**src/rtl/uart_rx_pkg.sv**
```systemverilog
package uart_rx_pkg;

  // Strobes from the framing control to the receive datapath
  typedef struct packed {
    logic ovsTick;   // one oversample period has elapsed
    logic shiftEn;   // sample a data bit into the shift register
    logic shiftBit;  // value of the sampled bit
    logic pushByte;  // frame accepted; push the shift register into the queue
    logic frameBad;  // stop bit sampled low
  } rxStrobe_t;

endpackage

```
**src/rtl/rxFrameCtl.sv**
```systemverilog
module rxFrameCtl
  import uart_rx_pkg::*;
#(
  parameter int OVS           = 16,
  parameter int CLKS_PER_TICK = 2,
  parameter int DATA_W        = 8
) (
  input  logic      clk,
  input  logic      rst_n,
  input  logic      rxIn,
  output rxStrobe_t strb
);

  localparam int PRE_W = (CLKS_PER_TICK > 1) ? $clog2(CLKS_PER_TICK) : 1;
  localparam int SC_W  = $clog2(OVS);
  localparam int HALF  = OVS / 2;
  localparam int BI_W  = (DATA_W > 1) ? $clog2(DATA_W) : 1;

  typedef enum logic [1:0] {ST_IDLE, ST_START, ST_DATA, ST_STOP} rxState_e;

  logic [PRE_W-1:0] preCnt;
  logic             ovsTick;
  logic [1:0]       syncQ;
  logic             rxS;
  rxState_e         state;
  logic [SC_W-1:0]  sc;
  logic [BI_W-1:0]  bitIdx;
  logic             atBitEnd;

  // Oversample tick prescaler
  always_ff @(posedge clk or negedge rst_n) begin
    if (!rst_n)                                   preCnt <= '0;
    else if (preCnt == PRE_W'(CLKS_PER_TICK - 1)) preCnt <= '0;
    else                                          preCnt <= preCnt + 1'b1;
  end
  assign ovsTick = (preCnt == PRE_W'(CLKS_PER_TICK - 1));

  // Two-flop synchronizer, idle high
  always_ff @(posedge clk or negedge rst_n) begin
    if (!rst_n) syncQ <= 2'b11;
    else        syncQ <= {syncQ[0], rxIn};
  end
  assign rxS = syncQ[1];

  assign atBitEnd = ovsTick && (sc == SC_W'(OVS - 1));

  always_ff @(posedge clk or negedge rst_n) begin
    if (!rst_n) begin
      state  <= ST_IDLE;
      sc     <= '0;
      bitIdx <= '0;
    end else begin
      unique case (state)
        ST_IDLE: if (ovsTick && !rxS) begin
          state <= ST_START;
          sc    <= '0;
        end
        ST_START: if (ovsTick) begin
          if (sc == SC_W'(HALF - 1)) begin
            sc <= '0;
            if (!rxS) begin
              state  <= ST_DATA;
              bitIdx <= '0;
            end else begin
              state <= ST_IDLE;
            end
          end else begin
            sc <= sc + 1'b1;
          end
        end
        ST_DATA: if (atBitEnd) begin
          sc <= '0;
          if (bitIdx == BI_W'(DATA_W - 1)) state <= ST_STOP;
          else                             bitIdx <= bitIdx + 1'b1;
        end else if (ovsTick) begin
          sc <= sc + 1'b1;
        end
        ST_STOP: if (atBitEnd) begin
          sc    <= '0;
          state <= ST_IDLE;
        end else if (ovsTick) begin
          sc <= sc + 1'b1;
        end
        default: state <= ST_IDLE;
      endcase
    end
  end

  always_comb begin
    strb          = '0;
    strb.ovsTick  = ovsTick;
    strb.shiftBit = rxS;
    strb.shiftEn  = atBitEnd && (state == ST_DATA);
    strb.pushByte = atBitEnd && (state == ST_STOP) && rxS;
    strb.frameBad = atBitEnd && (state == ST_STOP) && !rxS;
  end

endmodule

```
**src/rtl/rxFifoPath.sv**
```systemverilog
module rxFifoPath
  import uart_rx_pkg::*;
#(
  parameter int DATA_W   = 8,
  parameter int DEPTH    = 8,
  parameter int TO_TICKS = 640,
  parameter int CW       = $clog2(DEPTH + 1)
) (
  input  logic              clk,
  input  logic              rst_n,
  input  rxStrobe_t         strb,
  input  logic              rdStrobe,
  input  logic [CW-1:0]     threshold,
  input  logic              rxIrqEn,
  input  logic              toIrqEn,
  output logic [DATA_W-1:0] rdData,
  output logic              fifoEmpty,
  output logic [CW-1:0]     fillLevel,
  output logic              rxIrq,
  output logic              toIrq,
  output logic              framingErr,
  output logic              overrunErr
);

  localparam int AW = (DEPTH > 1) ? $clog2(DEPTH) : 1;
  localparam int TW = $clog2(TO_TICKS + 1);

  logic [DATA_W-1:0] shiftReg;
  logic [DATA_W-1:0] mem [DEPTH];
  logic [AW-1:0]     wrPtr, rdPtr;
  logic [CW-1:0]     count, thrEff;
  logic [TW-1:0]     toCnt;
  logic              rdValid, isFull, dropOld, toExpired, toFlag;

  function automatic logic [AW-1:0] ptrNext(input logic [AW-1:0] p);
    return (p == AW'(DEPTH - 1)) ? '0 : p + 1'b1;
  endfunction

  assign isFull  = (count == CW'(DEPTH));
  assign rdValid = rdStrobe && (count != '0);
  assign dropOld = strb.pushByte && isFull && !rdValid;

  // Serial-to-parallel, least significant bit first
  always_ff @(posedge clk or negedge rst_n) begin
    if (!rst_n)            shiftReg <= '0;
    else if (strb.shiftEn) shiftReg <= {strb.shiftBit, shiftReg[DATA_W-1:1]};
  end

  always_ff @(posedge clk) begin
    if (strb.pushByte) mem[wrPtr] <= shiftReg;
  end

  always_ff @(posedge clk or negedge rst_n) begin
    if (!rst_n) begin
      wrPtr <= '0;
      rdPtr <= '0;
      count <= '0;
    end else begin
      if (strb.pushByte)      wrPtr <= ptrNext(wrPtr);
      if (rdValid || dropOld) rdPtr <= ptrNext(rdPtr);
      if (strb.pushByte && !rdValid && !isFull) count <= count + 1'b1;
      else if (rdValid && !strb.pushByte)       count <= count - 1'b1;
    end
  end

  // Clamp the threshold into 1..DEPTH
  always_comb begin
    if (threshold == '0)                 thrEff = CW'(1);
    else if (threshold > CW'(DEPTH))     thrEff = CW'(DEPTH);
    else                                 thrEff = threshold;
  end

  // Idle timer in oversample ticks
  assign toExpired = (toCnt == TW'(TO_TICKS));
  always_ff @(posedge clk or negedge rst_n) begin
    if (!rst_n)                                        toCnt <= '0;
    else if (count == '0 || strb.pushByte || rdValid)  toCnt <= '0;
    else if (strb.ovsTick && !toExpired)               toCnt <= toCnt + 1'b1;
  end

  always_ff @(posedge clk or negedge rst_n) begin
    if (!rst_n)                              toFlag <= 1'b0;
    else if (count == '0)                    toFlag <= 1'b0;
    else if (toExpired && (count < thrEff))  toFlag <= 1'b1;
  end

  always_ff @(posedge clk or negedge rst_n) begin
    if (!rst_n) begin
      framingErr <= 1'b0;
      overrunErr <= 1'b0;
    end else begin
      if (strb.frameBad) framingErr <= 1'b1;
      if (dropOld)       overrunErr <= 1'b1;
      else if (rdValid)  overrunErr <= 1'b0;
    end
  end

  assign rdData    = mem[rdPtr];
  assign fifoEmpty = (count == '0);
  assign fillLevel = count;
  assign rxIrq     = rxIrqEn && (count != '0) && (count >= thrEff);
  assign toIrq     = toIrqEn && toFlag && (count != '0);

endmodule

```
**src/rtl/uart_rx_irq.sv**
```systemverilog
module uart_rx_irq
  import uart_rx_pkg::*;
#(
  parameter int OVS           = 16,
  parameter int CLKS_PER_TICK = 2,
  parameter int DATA_W        = 8,
  parameter int FIFO_DEPTH    = 8,
  parameter int TO_CHARS      = 4,
  parameter int CW            = $clog2(FIFO_DEPTH + 1)
) (
  input  logic              clk,
  input  logic              rst_n,
  input  logic              rxIn,
  input  logic              rdStrobe,
  input  logic [CW-1:0]     threshold,
  input  logic              rxIrqEn,
  input  logic              toIrqEn,
  output logic [DATA_W-1:0] rdData,
  output logic              fifoEmpty,
  output logic [CW-1:0]     fillLevel,
  output logic              rxIrq,
  output logic              toIrq,
  output logic              framingErr,
  output logic              overrunErr
);

  localparam int CHAR_BITS = DATA_W + 2;
  localparam int TO_TICKS  = TO_CHARS * CHAR_BITS * OVS;

  rxStrobe_t ctlStrb;

  rxFrameCtl #(.OVS(OVS), .CLKS_PER_TICK(CLKS_PER_TICK), .DATA_W(DATA_W)) ctl_i (
    .clk(clk), .rst_n(rst_n), .rxIn(rxIn), .strb(ctlStrb)
  );

  rxFifoPath #(.DATA_W(DATA_W), .DEPTH(FIFO_DEPTH), .TO_TICKS(TO_TICKS), .CW(CW)) dp_i (
    .clk(clk), .rst_n(rst_n), .strb(ctlStrb), .rdStrobe(rdStrobe),
    .threshold(threshold), .rxIrqEn(rxIrqEn), .toIrqEn(toIrqEn),
    .rdData(rdData), .fifoEmpty(fifoEmpty), .fillLevel(fillLevel),
    .rxIrq(rxIrq), .toIrq(toIrq), .framingErr(framingErr), .overrunErr(overrunErr)
  );

endmodule

```
**config.mk**
```make
export PLATFORM = sky130hd
export DESIGN_NAME = uart_rx_irq
export DESIGN_NICKNAME = d
export VERILOG_FILES = /design/src/rtl/uart_rx_pkg.sv /design/src/rtl/rxFrameCtl.sv /design/src/rtl/rxFifoPath.sv /design/src/rtl/uart_rx_irq.sv
export SDC_FILE = /design/constraint.sdc
export NUM_CORES = 1
export LEC_CHECK = 0
export ABC_AREA = 1
export ABC_CLOCK_PERIOD_IN_PS = 2730
export BUFFER_PORTS_ARGS = -buffer_cell sky130_fd_sc_hd__buf_2
export CORE_ASPECT_RATIO = 0.5
export CORE_MARGIN = 8
export CORE_UTILIZATION = 50
export DETAILED_ROUTE_END_ITERATION = 7
export PLACE_DENSITY = 0.67
export SYNTH_ARGS = -nofsm -noshare
export SYNTH_HDL_FRONTEND = slang
export SYNTH_SLANG_ARGS = --single-unit
```
**constraint.sdc**
```tcl
create_clock -name clk -period 2.73 [get_ports clk]
set_input_delay 0.1365 -clock clk [delete_from_list [all_inputs] [get_ports clk]]
set_output_delay 0.1365 -clock clk [all_outputs]
set_load 0.05 [all_outputs]
```
==> results.sh, run 1 <==
export IMPL_outcome="complete, no violations"
export IMPL_routabilityCongestion=0.828
export IMPL_p_comb_share_pct=37.5
export IMPL_clock_fmax_mhz=432
export IMPL_fp_dieW_um=157
export IMPL_clk_latency_ns=0.35
export IMPL_switching_power_w=0.00212
export IMPL_fin_crit_ns=2.32
export IMPL_drt_iter0_drc=167
export IMPL_total_power_w=0.00508
export IMPL_pwr_density_cell_mw_per_mm2=913
export IMPL_wl_per_cell_um=14.1
export IMPL_cp_cell_sequence="buf_4 -> nor2_1 -> nor2_1 -> o21ai_0 -> o21ai_0 -> nand2_1 -> nand2_1 -> buf_2"
export IMPL_ys_ff_latch=107
export IMPL_worst_slew_pin_slew_ns=0.979
export IMPL_cts_tree="built"
export IMPL_antenna_found_initial=0
export IMPL_drive_gt1_share_pct=12.6
export IMPL_rows=25
export IMPL_synthDistinctLibCells=35
export IMPL_critPathKind="reg2out"
export IMPL_syn_avg_cell_area_um2=9.64
export IMPL_grt_busiest_layer="met2"
export IMPL_grt_pass1_wl_mm=16.0
export IMPL_htree_levels=3
export IMPL_period_share_pct=84.9
export IMPL_crit_path_max_fanout=19
export IMPL_hold_viol=0
export IMPL_grt_max_degree=44
export IMPL_power_internal_w=0.00297
export IMPL_synth_fp_nets=539
export IMPL_yosys_warnings=0
export IMPL_clk_path_buf_depth=2
export IMPL_relSlewSlack_pct=34.7
export IMPL_io_buffers=26
export IMPL_via_per_inst=5.16
export IMPL_cts_buffers=9
export IMPL_wl_mm=9.72
export IMPL_cp_arrival_ns=2.18
export IMPL_n_antenna_cell=0
export IMPL_rsz0062_at_grt="no"
export IMPL_clock_skew_ns=0.00729
export IMPL_endpoint_kind="primary output"
export IMPL_core_area_mm2=0.00954
export IMPL_pwr_share_clk_pct=23.5
export IMPL_power_share_switching_pct=41.6
export IMPL_gr_usage_all_layers_pct=15.1
export IMPL_use_met2_pct=26.3
export IMPL_nFillCells=839
export IMPL_clk_pin_slew_ns=0.07
export IMPL_start_util_pct=51.8
export IMPL_p_leak_nw=2.46
export IMPL_ant_nets=0
export IMPL_die_y_um=86.3
export IMPL_ys_seq_area_share_pct=60.7
export IMPL_tns_ns=0
export IMPL_netlist_area_mm2=0.00494
export IMPL_die_area_mm2=0.0135
export IMPL_min_path_type="in2reg"
export IMPL_post_cts_resized=0
export IMPL_area_delta_synth_final_pct=12.6
export IMPL_dpl_hpwl_mm=6.52
export IMPL_start_kind="flop"
export IMPL_firstDrtPassIters=4
export IMPL_vias=3563
export IMPL_clock_sinks=107
export IMPL_setup_viol=0
export IMPL_synthCells=513
export IMPL_met1_usage_pct=18.1
export IMPL_drc_errors=0
export IMPL_cp_data_required_time_ns=2.59
export IMPL_fin_nets=577
export IMPL_p_seq_share_pct=39.0
export IMPL_ios=27
export IMPL_critPathMaxStageDelay_ns=0.76
export IMPL_slowest_stage="dfrtp_1"
export IMPL_ir_worst_vdd_mv=0.411
export IMPL_grt_pass1_vias=3386
export IMPL_grtUsageMet3_pct=3.47
export IMPL_final_max_slew_violation_count=0
export IMPL_cts_root_buffer_cell="clkbuf_16"
export IMPL_drv_cap=0
export IMPL_grt_ovfl_total=0
cells in the mapped netlist:
| master | count | area, µm² |
|---|---|---|
| nand3_1 | 21 | 105 |
| o21ai_0 | 67 | 335 |
| a21o_1 | 2 | 15.0 |
| buf_1 | 1 | 3.75 |
| nor2_4 | 1 | 11.3 |
| or2_2 | 1 | 6.26 |
| buf_2 | 5 | 25.0 |
| inv_2 | 2 | 7.51 |
| nor2_1 | 78 | 293 |
| clkbuf_2 | 1 | 5.00 |
| clkbuf_1 | 5 | 18.8 |
| or2_1 | 1 | 6.26 |
| o22ai_1 | 1 | 6.26 |
| nand2_1 | 112 | 420 |
| nor2_2 | 2 | 12.5 |
| fa_1 | 1 | 20.0 |
| o21ai_1 | 2 | 10.0 |
| clkinv_2 | 1 | 5.00 |
| a22o_1 | 1 | 8.76 |
| dfrtp_1 | 41 | 1030 |
| a21oi_1 | 9 | 45.0 |
| edfxtp_1 | 64 | 1920 |
| nor3_1 | 8 | 40.0 |
| nand3_4 | 1 | 17.5 |
| dfstp_2 | 2 | 52.6 |
| a21boi_1 | 1 | 7.51 |
| xor2_1 | 5 | 43.8 |
| clkinv_1 | 1 | 3.75 |
| inv_1 | 42 | 158 |
| nand2_2 | 6 | 37.5 |
| mux2_2 | 1 | 11.3 |
| nor2b_1 | 1 | 6.26 |
| a31o_2 | 1 | 8.76 |
| ha_1 | 15 | 188 |
| nand4_1 | 10 | 62.6 |
final cells by class:
cell class / count / area [µm²] / share of cell area (%)
well taps: 135 / 169 / 3.03
multi-input cells: 348 / 1720 / 30.9
repair buffers: 39 / 233 / 4.18
flip-flops and latches: 107 / 3000 / 53.9
inverters: 46 / 174 / 3.12
clock buffers: 9 / 225 / 4.04
clock inverters: 7 / 48.8 / 0.876
stage by stage:
step | util [%] | hold WS, ns | instance area [µm²] | worst slack, ns | std cells
final | 58.4 | 0.172 | 5570 | 0.413 | 691
after global routing | 58.4 | 0.210 | 5570 | 0.248 | 691
after CTS | 58.4 | 0.158 | 5570 | 0.389 | 691
after detailed placement | 55.3 | 0.248 | 5270 | 0.518 | 673
after global placement | 55.3 | 0.247 | 5270 | 0.622 | 673
after floorplan | - | -0.159 | 4940 | 0.618 | 513
placed cells by master (no fill, tap or decap), types with 3 or more instances in the layout:
| master | count |
|---|---|
| clkinv_2 | 3 |
| nand3_1 | 21 |
| clkbuf_16 | 9 |
| nor3_1 | 8 |
| inv_6 | 3 |
| nand4_1 | 10 |
| buf_4 | 11 |
| xor2_1 | 5 |
| o21ai_0 | 67 |
| edfxtp_1 | 64 |
| ha_1 | 15 |
| nand2_1 | 112 |
| nand2_2 | 6 |
| nor2_1 | 78 |
| dfrtp_1 | 41 |
| a21oi_1 | 9 |
| inv_1 | 42 |
| buf_2 | 26 |
kinds of logic after synthesis:
family | share of synthesized area, %
flops | 60.7
compound gates | 8.83
fa+ha+maj | 4.20
mux | 0.228
simple gates | 20.6
xor+xnor | 0.886
buf+inv | 4.58
timing repair:
item	4_1_cts	5_1_grt
setup buffers	0	0
setup endpoints to repair	0	0
hold buffers	2	0
endpoints found under the hold margin	41	0
critical path: cells and delay by family, from the launching register on:
family	cells	cell delay, ns
AO/OA/AOI/OAI	2	0.16
buffers and inverters	2	0.59
flip-flops	1	0.76
AND/OR/NAND/NOR	4	0.32
power by group through the flow:
stage | Combinational (W) | Sequential [W] | Clock, W
floorplan | 0.00143 | 0.00204 | 0
detailed placement | 0.00192 | 0.00202 | 0
CTS | 0.00193 | 0.00198 | 0.00123
global route | 0.00213 | 0.00200 | 0.00129
global placement | 0.00190 | 0.00201 | 0
finish | 0.00191 | 0.00198 | 0.00119
state kept, by name, summed over array words and instances (netlist names), named ones only:
name / count
ctl_i.bitIdx: 3
ctl_i.ovsTick: 1
dp_i.overrunErr: 1
dp_i.rdPtr: 3
dp_i.framingErr: 1
dp_i.shiftReg: 8
ctl_i.state: 1
ctl_i.syncQ: 2
ctl_i.sc: 4
dp_i.wrPtr: 3
dp_i.toCnt: 10
dp_i.mem: 64
dp_i.fillLevel: 4
dp_i.toFlag: 1
routing by layer:
layer / up-vias / routed length, µm
li1: 1796 / -
met1: 1703 / 4440
met2: 62 / 4880
met3: 2 / 357
met4: 0 / 43
met5: - / 0
final timing paths:
| path | from | endpoint | slack, ns | cells after the start |
|---|---|---|---|---|
| hold / removal | rdStrobe | dp_i.overrunErr | 0.17 | 4 |
| min in group asynchronous | rst_n | dp_i.toFlag | 0.49 | 2 |
| setup / recovery | dp_i.rdPtr[0] | rdData[2] | 0.41 | 8 |
| setup reg to reg | ctl_i.sc[0] | dp_i.fillLevel[3] | 0.50 | 15 |
| max in group asynchronous | rst_n | dp_i.shiftReg[4] | 1.63 | 2 |
| hold reg to reg | ctl_i.syncQ[0] | ctl_i.syncQ[1] | 0.36 | 0 |
Note: power is estimated with default switching activity, not from simulation.
==> inputs of run 2 (changes only) <==
- ABC_AREA: 1 -> 0
- ABC_CLOCK_PERIOD_IN_PS: 2730 -> 2200
- clock period: 2.73 -> 2.2 ns (I/O delays scaled with it)
==> run 2 against run 1 <==
Effect of this change:
- the flow now finishes with violations (negative setup slack)
- register-to-register slack lost 0.80 ns
- sequential power grew 26%
- worst setup slack lost 0.72 ns
- hold slack lost 0.064 ns
- die area shrank 3.8%
- core utilization grew 1.9 points
- first-iteration DRC count grew 16%
- clock skew grew 0.0018 ns
- sequential share of layout area shrank 0.42 points
- power grew 22%
- flip-flop and latch count is the same
- design area grew 0.83%
- largest cell class unchanged
- highest routed layer unchanged
==> results.sh, run 2 <==
export IMPL_drive_gt1_share_pct=33.5
export IMPL_cts_root_buffer_cell="clkbuf_16"
export IMPL_hold_path_end="dp_i.fillLevel[2]"
export IMPL_antenna_found_initial=0
export IMPL_clock_fmax_mhz=399
export IMPL_grt_pass1_wl_mm=15.2
export IMPL_ant_nets=0
export IMPL_clk_path_buf_depth=2
export IMPL_p_leak_nw=2.15
export IMPL_yosys_top_cells_area="edfxtp_1, dfrtp_1, mux4_2, mux2_2, ha_1"
export IMPL_cts_tree="built"
export IMPL_drv_cap=0
export IMPL_synth_async_reset_ratio_pct=40.2
export IMPL_ir_worst_vdd_mv=0.505
export IMPL_cp_data_required_time_ns=2.43
export IMPL_hold_path_depth=2
export IMPL_synth_edff_count=64
export IMPL_cp_cell_sequence="nand2_2 -> or3_4 -> a21oi_2 -> o21ai_2 -> ha_1 -> a21o_1 -> a21oi_2 -> buf_4 -> nor3_1 -> a311o_1"
export IMPL_io_buffers=26
export IMPL_synth_fp_nets=357
export IMPL_netlist_area_mm2=0.00472
export IMPL_largest_reg_flops=64
export IMPL_reg2reg_to="dp_i.fillLevel[3]"
export IMPL_cp_arrival_ns=2.73
export IMPL_reg_top3="dp_i.mem (64), dp_i.toCnt (10), dp_i.shiftReg (8)"
export IMPL_firstDrtPassIters=4
export IMPL_n_antenna_cell=0
export IMPL_postLayoutSetupSlackWorst_ns=-0.303
export IMPL_outcome="finished, violations left"
export IMPL_min_from="rdStrobe"
export IMPL_critPathMaxStageDelay_ns=0.54
export IMPL_rows=25
export IMPL_synth_top_cell_by_area="edfxtp_1"
export IMPL_synthDistinctLibCells=47
export IMPL_final_cell_mix="edfxtp_1, dfrtp_1, buf_4"
export IMPL_pwr_density_cell_mw_per_mm2=1110
export IMPL_die_y_um=84.7
export IMPL_ff2ff_setup_slack_ns=-0.30
export IMPL_ys_seq_area_share_pct=63.5
export IMPL_endpoint_kind="flop"
export IMPL_multi_input_area_mm2=0.00170
export IMPL_synth_top_area_share_pct=40.7
export IMPL_htree_levels=3
export IMPL_fin_area_mm2=0.00561
export IMPL_min_path_type="in2reg"
export IMPL_grt_ovfl_total=0
export IMPL_synthCells=331
export IMPL_failed_checks="negative setup slack"
export IMPL_wl_mm=9.23
export IMPL_final_seq_area_mm2=0.00300
export IMPL_grt_pass1_vias=3021
export IMPL_wl_per_cell_um=17.7
export IMPL_rsz0062_at_grt="yes"
export IMPL_core_area_mm2=0.00932
export IMPL_slowest_stage="dfstp_2"
export IMPL_start_kind="flop"
export IMPL_tns_ns=-0.615
export IMPL_ys_ff_latch=107
export IMPL_ios=27
export IMPL_drc_errors=0
export IMPL_syn_avg_cell_area_um2=14.3
export IMPL_dpl_hpwl_mm=6.22
export IMPL_final_max_slew_violation_count=0
export IMPL_critical_path_top_delay_family="compound AO/OA/AOI/OAI gates"
export IMPL_critPathKind="reg2reg"
export IMPL_setup_viol=3
export IMPL_yosys_top_cells_count="edfxtp_1, dfrtp_1, nand2_1"
export IMPL_fin_crit_ns=2.50
export IMPL_clk_latency_ns=0.35
export IMPL_synth_ff_type="edfxtp_1"
export IMPL_crit_path_max_fanout=3
export IMPL_die_area_mm2=0.0130
export IMPL_crit_top_cell="a21oi_2"
export IMPL_start_util_pct=50.7
export IMPL_hold_viol=0
export IMPL_layout_commonest_cell="edfxtp_1"
export IMPL_utilization_pct=60.2
export IMPL_grt_max_degree=32
export IMPL_largest_register="dp_i.mem"
export IMPL_clk_pin_slew_ns=0.07
export IMPL_via_per_inst=5.59
export IMPL_area_delta_synth_final_pct=18.8
export IMPL_yosysMostFrequentCell="edfxtp_1"
export IMPL_gr_usage_all_layers_pct=14.9
export IMPL_nFillCells=716
export IMPL_r2r_worst_path_cells=10
export IMPL_yosys_warnings=0
export IMPL_fp_dieW_um=153
export IMPL_crit_buf_inv=1
export IMPL_place_area_mm2=0.00527
export IMPL_clock_sinks=107
export IMPL_worst_slew_pin_slew_ns=0.529
export IMPL_fin_nets=421
export IMPL_clock_skew_ns=0.00904
export IMPL_cts_buffers=9
export IMPL_relSlewSlack_pct=64.7
export IMPL_routabilityCongestion=0.834
export IMPL_period_share_pct=114
export IMPL_r2r_start="ctl_i.syncQ[1]"
export IMPL_vias=2910
export IMPL_drt_iter0_drc=194
[run 2: worst max path at each step]
stage / startpoint / endpoint / depth (start not counted)
floorplan: ctl_i.sc[0] / dp_i.fillLevel[3] / 12
global placement: ctl_i.syncQ[1] / dp_i.fillLevel[3] / 9
detailed placement: ctl_i.sc[1] / dp_i.fillLevel[3] / 10
CTS: ctl_i.sc[1] / dp_i.fillLevel[3] / 10
global route: ctl_i.sc[1] / dp_i.fillLevel[3] / 11
finish: ctl_i.syncQ[1] / dp_i.fillLevel[3] / 10
[run 2: cell families after synthesis]
logic type | count (synthesis) | share of synthesized area (%)
muxes | 40 | 13.2
buffers and inverters | 21 | 1.91
xor gates and xnor gates | 9 | 1.67
DFF | 107 | 63.5
AOI/OAI and AO/OA | 38 | 5.03
adders and majority gates | 16 | 4.40
and+or+nand+nor | 100 | 10.2
[run 2: cell type report]
type	instances	share of cell area [%]
clock buffers	10	4.08
clock inverters	6	1.09
inverters	9	0.602
multi-input cells	203	30.2
flip-flops and latches	107	53.5
well taps	121	2.70
repair buffers	65	7.84
[run 2: per-stage QoR]
| step | worst slack (ns) | power [W] | hold WS (ns) | cells |
|---|---|---|---|---|
| 3_5_place_dp | -0.390 | 0.00467 | 0.0122 | 502 |
| 6_report | -0.303 | 0.00622 | 0.108 | 521 |
| 5_1_grt | -0.407 | 0.00656 | 0.111 | 521 |
| 4_1_cts | -0.293 | 0.00628 | 0.0743 | 521 |
| 2_1_floorplan | -0.557 | 0.00400 | -0.186 | 331 |
| 3_3_place_gp | -0.250 | 0.00458 | 0.0102 | 502 |
[run 2: layer usage]
layer	part of all wire, %	vias to the layer above	global-route usage (%)
li1	-	1372	-
met1	43	1483	16.6
met2	53	44	27.2
met3	2.9	11	3.94
met4	1.5	0	5.65
met5	0	-	0
[run 2: report_power, final]
part           leakage, nW  switching [W]  internal, W
registers             1.05       0.000220      0.00227
logic                0.957        0.00125     0.000940
clock network        0.138       0.000742     0.000794
[run 2: what timing repair did]
item                       CTS  global route
hold endpoints to repair    13             0
buffers inserted             2             1
pin swaps                    7             6
gates resized for setup      7             2
setup endpoints to repair   16             9
hold buffers                 2             0
